--- src/rtl/sar_pkg.sv ---
package sar_pkg;
  localparam int CHAN_W = 3;
  localparam int SEL_W  = 2;

  // control word, bit 0 first: enable, go, right_just, irq_en, tad_sel, chan, flag_clr
  typedef struct packed {
    logic              flag_clr;
    logic [CHAN_W-1:0] chan;
    logic [SEL_W-1:0]  tad_sel;
    logic              irq_en;
    logic              right_just;
    logic              go;
    logic              en;
  } ctrl_word_t;

  localparam int CTRL_W = $bits(ctrl_word_t);
  localparam logic [SEL_W-1:0] SEL_SLOW = 2'd3;
endpackage

--- src/rtl/sar_tad_gen.sv ---
module sar_tad_gen #(
  parameter int DIV0 = 2,
  parameter int DIV1 = 8,
  parameter int DIV2 = 32
) (
  input  logic       clk,
  input  logic       rst,
  input  logic       run_i,
  input  logic [1:0] sel_i,
  input  logic       slow_tick_i,
  output logic       tick_o
);
  localparam int MAXD01 = (DIV0 > DIV1) ? DIV0 : DIV1;
  localparam int MAXD   = (MAXD01 > DIV2) ? MAXD01 : DIV2;
  localparam int CNT_W  = (MAXD > 2) ? $clog2(MAXD) : 1;

  logic [CNT_W-1:0] cnt_q;
  logic [CNT_W-1:0] lim;

  always_comb begin
    case (sel_i)
      2'd0:    lim = CNT_W'(DIV0 - 1);
      2'd1:    lim = CNT_W'(DIV1 - 1);
      default: lim = CNT_W'(DIV2 - 1);
    endcase
  end

  assign tick_o = run_i && ((sel_i == sar_pkg::SEL_SLOW) ? slow_tick_i : (cnt_q == lim));

  always_ff @(posedge clk) begin
    if (rst || !run_i || tick_o) cnt_q <= '0;
    else                         cnt_q <= cnt_q + 1'b1;
  end

  // divided periods are at least two clocks long
  assert_tick_spacing_R3: assert property (@(posedge clk) disable iff (rst)
    (tick_o && sel_i != sar_pkg::SEL_SLOW) |=> (!tick_o || sel_i == sar_pkg::SEL_SLOW));
endmodule

--- src/rtl/sar_core.sv ---
module sar_core #(
  parameter int RES = 10
) (
  input  logic           clk,
  input  logic           rst,
  input  logic           start_i,
  input  logic           abort_i,
  input  logic           tick_i,
  input  logic           comp_i,
  output logic           busy_o,
  output logic           done_o,
  output logic [RES-1:0] code_o
);
  localparam int IDX_W = $clog2(RES + 2);
  localparam logic [IDX_W-1:0] LAST = IDX_W'(RES + 1);

  logic             busy_q;
  logic [IDX_W-1:0] idx_q;
  logic [RES-1:0]   sar_q;
  logic [RES-1:0]   sar_nxt;

  // decide bit (RES - idx), then try the bit below it
  always_comb begin
    int bp;
    bp = RES - int'(idx_q);
    for (int i = 0; i < RES; i++) begin
      sar_nxt[i] = sar_q[i];
      if (i == bp)          sar_nxt[i] = comp_i;
      else if (i + 1 == bp) sar_nxt[i] = 1'b1;
    end
  end

  assign done_o = busy_q && tick_i && (idx_q == LAST) && !abort_i;

  always_ff @(posedge clk) begin
    if (rst || abort_i) begin
      busy_q <= 1'b0;
      idx_q  <= '0;
      sar_q  <= '0;
    end else if (start_i) begin
      busy_q <= 1'b1;
      idx_q  <= '0;
      sar_q  <= '0;
    end else if (busy_q && tick_i) begin
      if (idx_q == '0) begin
        sar_q <= {1'b1, {(RES-1){1'b0}}};
        idx_q <= idx_q + 1'b1;
      end else if (idx_q == LAST) begin
        busy_q <= 1'b0;
        idx_q  <= '0;
        sar_q  <= '0;
      end else begin
        sar_q <= sar_nxt;
        idx_q <= idx_q + 1'b1;
      end
    end
  end

  assign busy_o = busy_q;
  assign code_o = sar_q;

  assert_msb_first_R2: assert property (@(posedge clk) disable iff (rst)
    (busy_q && tick_i && idx_q == '0 && !abort_i) |=> (code_o == {1'b1, {(RES-1){1'b0}}}));
  assert_idle_code_zero_R2: assert property (@(posedge clk) disable iff (rst)
    !busy_o |-> (code_o == '0));
endmodule

--- src/rtl/sar_result.sv ---
module sar_result #(
  parameter int RES   = 10,
  parameter int OUT_W = 16
) (
  input  logic             clk,
  input  logic             rst,
  input  logic             load_i,
  input  logic             right_i,
  input  logic [RES-1:0]   code_i,
  output logic [OUT_W-1:0] result_o
);
  localparam int PAD = OUT_W - RES;

  logic [OUT_W-1:0] res_q;

  always_ff @(posedge clk) begin
    if (rst)
      res_q <= '0;
    else if (load_i)
      res_q <= right_i ? {{PAD{1'b0}}, code_i} : {code_i, {PAD{1'b0}}};
  end

  assign result_o = res_q;

  assert_right_pad_zero_R5: assert property (@(posedge clk) disable iff (rst)
    (load_i && right_i) |=> (result_o[OUT_W-1:RES] == '0));
  assert_left_pad_zero_R5: assert property (@(posedge clk) disable iff (rst)
    (load_i && !right_i) |=> (result_o[PAD-1:0] == '0));
endmodule

--- src/rtl/sar_adc_seq.sv ---
module sar_adc_seq #(
  parameter int RES       = 10,
  parameter int OUT_W     = 16,
  parameter int DIV0      = 2,
  parameter int DIV1      = 8,
  parameter int DIV2      = 32,
  parameter int HOLD_TADS = 2
) (
  input  logic                       clk,
  input  logic                       rst,
  input  logic                       reg_we,
  input  logic [sar_pkg::CTRL_W-1:0] reg_wdata,
  input  logic                       slow_tick_i,
  input  logic                       comp_i,
  output logic                       go_busy_o,
  output logic                       hold_o,
  output logic [sar_pkg::CHAN_W-1:0] chan_o,
  output logic [RES-1:0]             dac_code_o,
  output logic [OUT_W-1:0]           result_o,
  output logic                       flag_o,
  output logic                       irq_o
);
  import sar_pkg::*;

  localparam int HW = $clog2(HOLD_TADS + 1);

  ctrl_word_t       wr;
  logic             en_q, rj_q, ie_q, flag_q;
  logic [SEL_W-1:0] sel_q;
  logic [CHAN_W-1:0] chan_q;
  logic [HW-1:0]    hold_q;
  logic             busy, done, tick, start, abort, run;
  logic [RES-1:0]   code;

  assign wr    = ctrl_word_t'(reg_wdata);
  assign abort = reg_we && busy && (!wr.en || !wr.go);
  assign start = reg_we && wr.en && wr.go && !busy && (hold_q == '0);
  assign run   = busy || (hold_q != '0);

  sar_tad_gen #(.DIV0(DIV0), .DIV1(DIV1), .DIV2(DIV2)) u_tad (
    .clk(clk), .rst(rst), .run_i(run), .sel_i(sel_q),
    .slow_tick_i(slow_tick_i), .tick_o(tick)
  );

  sar_core #(.RES(RES)) u_core (
    .clk(clk), .rst(rst), .start_i(start), .abort_i(abort), .tick_i(tick),
    .comp_i(comp_i), .busy_o(busy), .done_o(done), .code_o(code)
  );

  sar_result #(.RES(RES), .OUT_W(OUT_W)) u_res (
    .clk(clk), .rst(rst), .load_i(done), .right_i(rj_q),
    .code_i(code), .result_o(result_o)
  );

  always_ff @(posedge clk) begin
    if (rst) begin
      en_q <= 1'b0; rj_q <= 1'b0; ie_q <= 1'b0;
      sel_q <= '0; chan_q <= '0;
    end else if (reg_we) begin
      en_q <= wr.en; rj_q <= wr.right_just; ie_q <= wr.irq_en;
      sel_q <= wr.tad_sel; chan_q <= wr.chan;
    end
  end

  always_ff @(posedge clk) begin
    if (rst)                    hold_q <= '0;
    else if (reg_we && !wr.en)  hold_q <= '0;
    else if (done)              hold_q <= HW'(HOLD_TADS);
    else if (tick && hold_q != '0) hold_q <= hold_q - 1'b1;
  end

  always_ff @(posedge clk) begin
    if (rst)                         flag_q <= 1'b0;
    else if (done)                   flag_q <= 1'b1;
    else if (reg_we && wr.flag_clr)  flag_q <= 1'b0;
  end

  assign go_busy_o  = busy;
  assign hold_o     = busy;
  assign chan_o     = chan_q;
  assign dac_code_o = code;
  assign flag_o     = flag_q;
  assign irq_o      = flag_q && ie_q;

  assert_done_sets_flag_R6: assert property (@(posedge clk) disable iff (rst)
    done |=> (flag_o && !go_busy_o));
  assert_holdoff_blocks_start_R8: assert property (@(posedge clk) disable iff (rst)
    (hold_q != '0) |=> !$rose(go_busy_o));
  assert_abort_keeps_result_R9: assert property (@(posedge clk) disable iff (rst)
    abort |=> ($stable(result_o) && !go_busy_o && !$rose(flag_o)));
  assert_disabled_idle_R10: assert property (@(posedge clk) disable iff (rst)
    !en_q |-> !go_busy_o);
endmodule

--- config.mk ---
export PLATFORM = sky130hd
export DESIGN_NAME = sar_adc_seq
export DESIGN_NICKNAME = d
export VERILOG_FILES = /design/src/rtl/sar_pkg.sv /design/src/rtl/sar_tad_gen.sv /design/src/rtl/sar_core.sv /design/src/rtl/sar_result.sv /design/src/rtl/sar_adc_seq.sv
export SDC_FILE = /design/constraint.sdc
export NUM_CORES = 1
export LEC_CHECK = 0
export ABC_AREA = 1
export BUFFER_PORTS_ARGS = -buffer_cell sky130_fd_sc_hd__buf_2
export CORE_ASPECT_RATIO = 0.5
export CORE_UTILIZATION = 30
export DETAILED_ROUTE_END_ITERATION = 16
export HOLD_SLACK_MARGIN = 0.06
export PLACE_DENSITY_LB_ADDON = 0.1
export SLEW_MARGIN = 20
export SYNTH_ARGS = -nofsm -noshare
export SYNTH_HDL_FRONTEND = slang
export SYNTH_SLANG_ARGS = --single-unit
--- constraint.sdc ---
create_clock -name clk -period 2 [get_ports clk]
set_clock_uncertainty 0.15 [all_clocks]
set_input_delay 0.1 -clock clk [delete_from_list [all_inputs] [get_ports clk]]
set_output_delay 0.1 -clock clk [all_outputs]
set_load 0.05 [all_outputs]
# == After elaboration in Yosys (flattened, before gate mapping) ==
# Index checks and enable logic that the tools add are counted.
# op_classes
reduce_logical,57
muxes,35
add_sub_neg,4
eq_ne,15
# op_table
op,n
== test 4 x 32 -> 1 bit (first input constant),4
== test 5 x 32 -> 1 bit (first input constant),3
== test 3 x 32 -> 1 bit (first input constant),2
nonzero test 4 bit,10
== test 2 x 32 -> 1 bit (first input constant),1
logical NOT 32 bit,1
two-way mux 1 bit,27
two-way mux 10 bit,2
AND reduction 2 bit,10
two-way mux 16 bit,1
logical AND 1 bit,14
one-hot mux 5 bit (2 select lines),1
nonzero test 2 bit,5
two-way mux 4 bit,2
adder 5 x 1 -> 5 bit (second input constant),1
== test 5 bit,1
logical NOT 1 bit,5
logical OR 1 bit,5
subtractor 4 x 4 -> 5 bit (first input constant),1
adder 4 x 1 -> 4 bit (second input constant),1
== test 4 bit (second input constant),1
logical NOT 2 bit,2
logical NOT 4 bit,1
two-way mux 2 bit,2
other kinds (7),8
# word_totals
out_inout_bits,33
word_cells,132
ff_bits,46
in_bits,15

# == Logic depth before layout (Yosys ltp) ==
# depth
depth_word,9
depth_mapped,12
ltp_nobuf,12

# == By module ==
# From an unflattened synthesis, not the netlist that was laid out.
# hier_totals
cells_unflattened,320
hier_area_um2,2343.5
# modules_own_cells
mod,n_inst,seq_area_each_um2,cells_per_inst,area_each_um2
sar_core,1,300.3,132,959.7
sar_result,1,320.3,85,664.4
sar_adc_seq,1,200.2,65,454.2
sar_tad_gen,1,100.1,38,265.3

# == Worst setup path after synthesis ==
# No wires, ideal clock.
# synth_path
path_type,reg2reg
start,"register u_core.busy_q, in the netlist u_core.busy_o"
end,"register u_res.res_q[0], in the netlist u_res.result_o[0]"
n_path_buf,1
t_required_ps,1736
period_less_slack_ps,1771
stages_incl_launch_ff,6
setup_slack_ps,229
setup_ps,114
t_arrival_ps,1508
cell_sequence,dfxtp_1 -> a21boi_1 -> nand3_4 -> buf_4 -> a21oi_1 -> nor2_1
# synth_via
elab_chain_cells,5
elab_cells_between_ends,8
classes_between,reduce/logical: 8
# synth_lines
element,line_no,rtl
from (decl),sar_core.sv:17,logic busy_q;
from (signal assigned),sar_core.sv:37,busy_q <= 1'b0;
from (signal assigned),sar_core.sv:41,busy_q <= 1'b1;
from (signal assigned),sar_core.sv:49,busy_q <= 1'b0;
logical OR 1 bit,sar_adc_seq.sv:38,assign run = busy || (hold_q != '0);
logical AND 1 bit,sar_tad_gen.sv:28,assign tick_o = run_i && ((sel_i == sar_pkg::SEL_SLOW) ? slow_tick_i : (cnt_q == lim));
logical AND 1 bit (2 in a row),sar_core.sv:33,assign done_o = busy_q && tick_i && (idx_q == LAST) && !abort_i;
logical AND 1 bit (*),sar_core.sv:33,
to (signal assigned),sar_result.sv:20,"res_q <= right_i ? {{PAD{1'b0}}, code_i} : {code_i, {PAD{1'b0}}};"
to (decl),sar_result.sv:14,logic [OUT_W-1:0] res_q;
# Mark *: on every way between the ends. The rest lies on a longest branch, timed or not.
# A chain may end at the register's enable or synchronous reset.

==> summary.md <==
| Metric | Value |
|---|---|
| Worst Setup Start Kind | `input port` |
| RD Place Congestion | `0.847` |
| Initial antenna violation count | `0` |
| Setup WS pre-CTS | `-0.139 ns` |
| Largest delay share family, worst path | `buffers and inverters` |
| Slew @ Worst Pin | `about 0.63 ns` |
| Synthesis warning total | `0` |
| Final Setup Violations | `0` |
| Flop and latch count out of synthesis | `46` |
| Routed vias/inst | `between 4 and 5` |
| Critical path's most frequent cell | `dlygate4sd3_1` |
| Post-CTS setup buffers | `0` |
| Seq/Total Area, Yosys | `0.368` |
| Unrepaired setup endpoints after global routing | `false` |
| Final setup margin | `between 0.1 and 0.15 ns` |
| Maximum VDD drop | `0.326 mV` |
| MaxCap Viol Count | `0` |
| Mux share of post-synthesis cell area | `0` |
| Die height | `~67 µm` |
| CTS tree | `built` |
| Die area | `around 9000 µm²` |
| Synthesized instance count | `391` |
| Critical Path End Type | `register` |
| PortBufs | `between 40 and 50` |
| Worst-path maximum fanout | `14` |
| Setup Total Neg Slack | `0 ns` |
| Met2 GRT Util | `0.280` |
| CP required | `~2.0 ns` |
| Critical path buffers and inverters | `5` |
| Netlist cell types | `27` |
| Xor/xnor cell area share of the yosys netlist | `0.0105` |
| Fillers | `approximately 900` |
| Initial core utilization | `0.311` |
| Rows | `23` |
| H-tree Lvls | `2` |
| Largest net degree at the start of global routing | `26` |
| GR peak layer | `met2` |
| First-pass GRT wire length | `between 10000 and 15000 µm` |
| Complex-gate fraction of the synthesized area | `0.103` |
| I/O pin cnt | `between 40 and 50` |
| Layout overhead on the synthesized area | `27.4%` |
| Leak | `1.56 nW` |
| Core Region | `approximately 8100 µm²` |
| Routed length per instance | `around 12 µm` |
| GRT Residual Overflow | `0` |
| Worst setup path class | `input port to register` |
| Detailed Route WL | `approximately 6700 µm` |
| Main area contributors after synthesis | `dfxtp_1 37%, nand2_1 15%, nor2_1 11%` |
| Vias in the first global route | `roughly 2400` |
| Slowest Stage Delay on Critical Path | `around 0.56 ns` |
| Largest family of logic cells by synthesized area | `simple AND/OR/NAND/NOR gates` |
| First-pass detailed-route iteration total | `4` |
| Met1 track demand over resource | `0.221` |
| Routed Antenna Nets | `0` |
| Post-Synth Adder-Cell Area | `0.0400` |
| Total CTS buffers | `5` |
| Clock sinks | `46` |
| Hold Fails Final Rpt | `0` |
| Dominant cell type by area after synthesis | `dfxtp_1` |
| Tmin final | `about 1.9 ns` |
| Post-synthesis simple-gate area fraction | `0.366` |
| Nets | `around 480` |
| Non-Filler Instances | `569` |
| Peak Freq | `between 500 and 600 MHz` |
| Synthesized area | `around 2500 µm²` |
| Die width | `about 130 µm` |
| Yosys top cell area share | `0.368` |
| DR iter-0 viols | `between 100 and 150` |
| Share of cells above drive strength 1 | `0.177` |
| CP cell instances | `dlygate4sd3_1 -> buf_2 -> inv_1 -> buf_4 -> o21ai_0 -> nor2_1 -> dlygate4sd3_1` |
| Clk pin slew, worst setup/hold paths | `around 0.07 ns` |
| Avg Inst Size Synth | `approximately 6.4 µm²` |
| Tot Pwr | `a little under 2 mW` |
| Met3 usage | `0.0373` |
| Clock Path Buffers | `2` |
| Vias post-DR | `between 2000 and 3000` |
| Syn nets | `between 400 and 500` |
| DRC viols | `0` |
| Placed Cells | `between 500 and 600` |
| Final Cycle Share | `0.928` |
| Outcome | `complete, no violations` |
| Rel. slew slack | `0.581` |
| Antenna cells | `0` |
| Worst EP arrival | `around 1.9 ns` |
| Critical path's slowest cell | `dlygate4sd3_1` |
| Post-DP HPWL | `~5000 µm` |
| Pwr/cell area | `622 nW/µm²` |
| Fin. max-slew vios | `0` |
| Clock Latency Late Sink | `around 0.3 ns` |
| Total GRT Usage | `0.170` |
| Root buffer cell | `clkbuf_16` |
| Hold WC Path Type | `input port to register` |
-- cell families after synthesis --
group | count (synthesis)
and+or+nand+nor | 219
adders and majority gates | 8
DFF | 46
xor gates and xnor gates | 3
buffers and inverters | 66
AOI/OAI and AO/OA | 49
-- cell usage after synthesis, drive strengths merged --
cell type and count:
nand2 104, dfxtp 46, o21ai 22, ha 8, nor3 2, a21oi 23, inv 50, buf 10
or2 1, clkinv 1, nand4 12, clkbuf 5, xor2 3, a21boi 1, nand3 25, o211ai 1
nor2 75, o21bai 2
-- per-stage QoR --
stage	hold WS, ns	cell area [µm²]	utilization
floorplan	0.0191	2500	-
global placement	0.179	2860	0.355
detailed placement	0.183	2860	0.355
CTS	0.0641	3180	0.394
global route	0.109	3190	0.396
finish	0.0641	3190	0.396
-- cell type report --
cell class | count | area, µm² | share of cell area
sequential | 46 | 923 | 0.289
tap | 112 | 140 | 0.0439
clock inverter | 3 | 25.0 | 0.00784
clock buffer | 5 | 125 | 0.0392
timing repair buffer | 73 | 470 | 0.147
multi-input combinational | 279 | 1320 | 0.412
inverter | 51 | 191 | 0.0600
-- power by group --
group	internal, mW	switching, mW	total, mW
combinational	0.0659	0.109	0.175
sequential	0.927	0.00903	0.937
clock	0.471	0.401	0.872
total	1.46	0.520	1.98
-- flip-flops by register name, summed over array words and instances (netlist names), 2 cells and up --
signal	cells
sel_q	2
u_tad.cnt_q	5
hold_q	2
u_core.code_o	10
u_res.result_o	16
chan_o	3
u_core.idx_q	4
-- routing by layer --
layer  up-vias  share of wire
met5         -              0
met4         0          0.015
met3         8          0.025
met2        24           0.42
met1      1139           0.54
li1       1351              -
-- cell usage in the layout (no fill, tap or decap) --
cell type and instances:
inv_2 2, clkbuf_16 5, o21ai_2 1, or2_2 1, o21ai_1 1, inv_1 48
nand3_4 1, clkinv_1 1, nand2_4 1, dfxtp_1 44, nand2_1 100, buf_4 10
inv_6 1, nand2_2 3, clkinv_4 1, nand4_1 12, ha_1 8, a21boi_1 1
nor2_1 71, buf_2 47, o21bai_1 2, dfxtp_2 2, clkinvlp_4 1, nor2_2 4
nor3_1 2, nand3_1 23, dlygate4sd3_1 16, o21ai_0 20, nand3_2 1, xor2_1 3
o211ai_1 1, a21oi_1 23
-- path summary, 6_finish.rpt --
check / startpoint / endpoint / slack, ns / depth (start not counted)
setup reg to reg: hold_q[0] / u_core.idx_q[1] / 0.19 / 9
hold reg to reg: u_res.result_o[6] / u_res.result_o[6] / 0.31 / 2
hold / removal: reg_we / sel_q[1] / 0.06 / 3
setup / recovery: rst / ie_q / 0.14 / 7
-- repair_timing --
action,in CTS,in global routing
gates resized for setup,1,6
gates cloned,0,0
setup endpoints to repair,14,9
hold endpoints to repair,20,0
hold buffers,16,0
-- worst reg2reg max path, cell delays in order (launching register included) --
cell,delay [ns]
dfxtp_1,0.33
inv_1,0.06
ha_1,0.19
inv_1,0.06
nor2_1,0.04
inv_1,0.07
nor3_1,0.07
nor2_2,0.49
o21ai_0,0.18
nor2_1,0.11
Power figures use the tool's default switching activity.
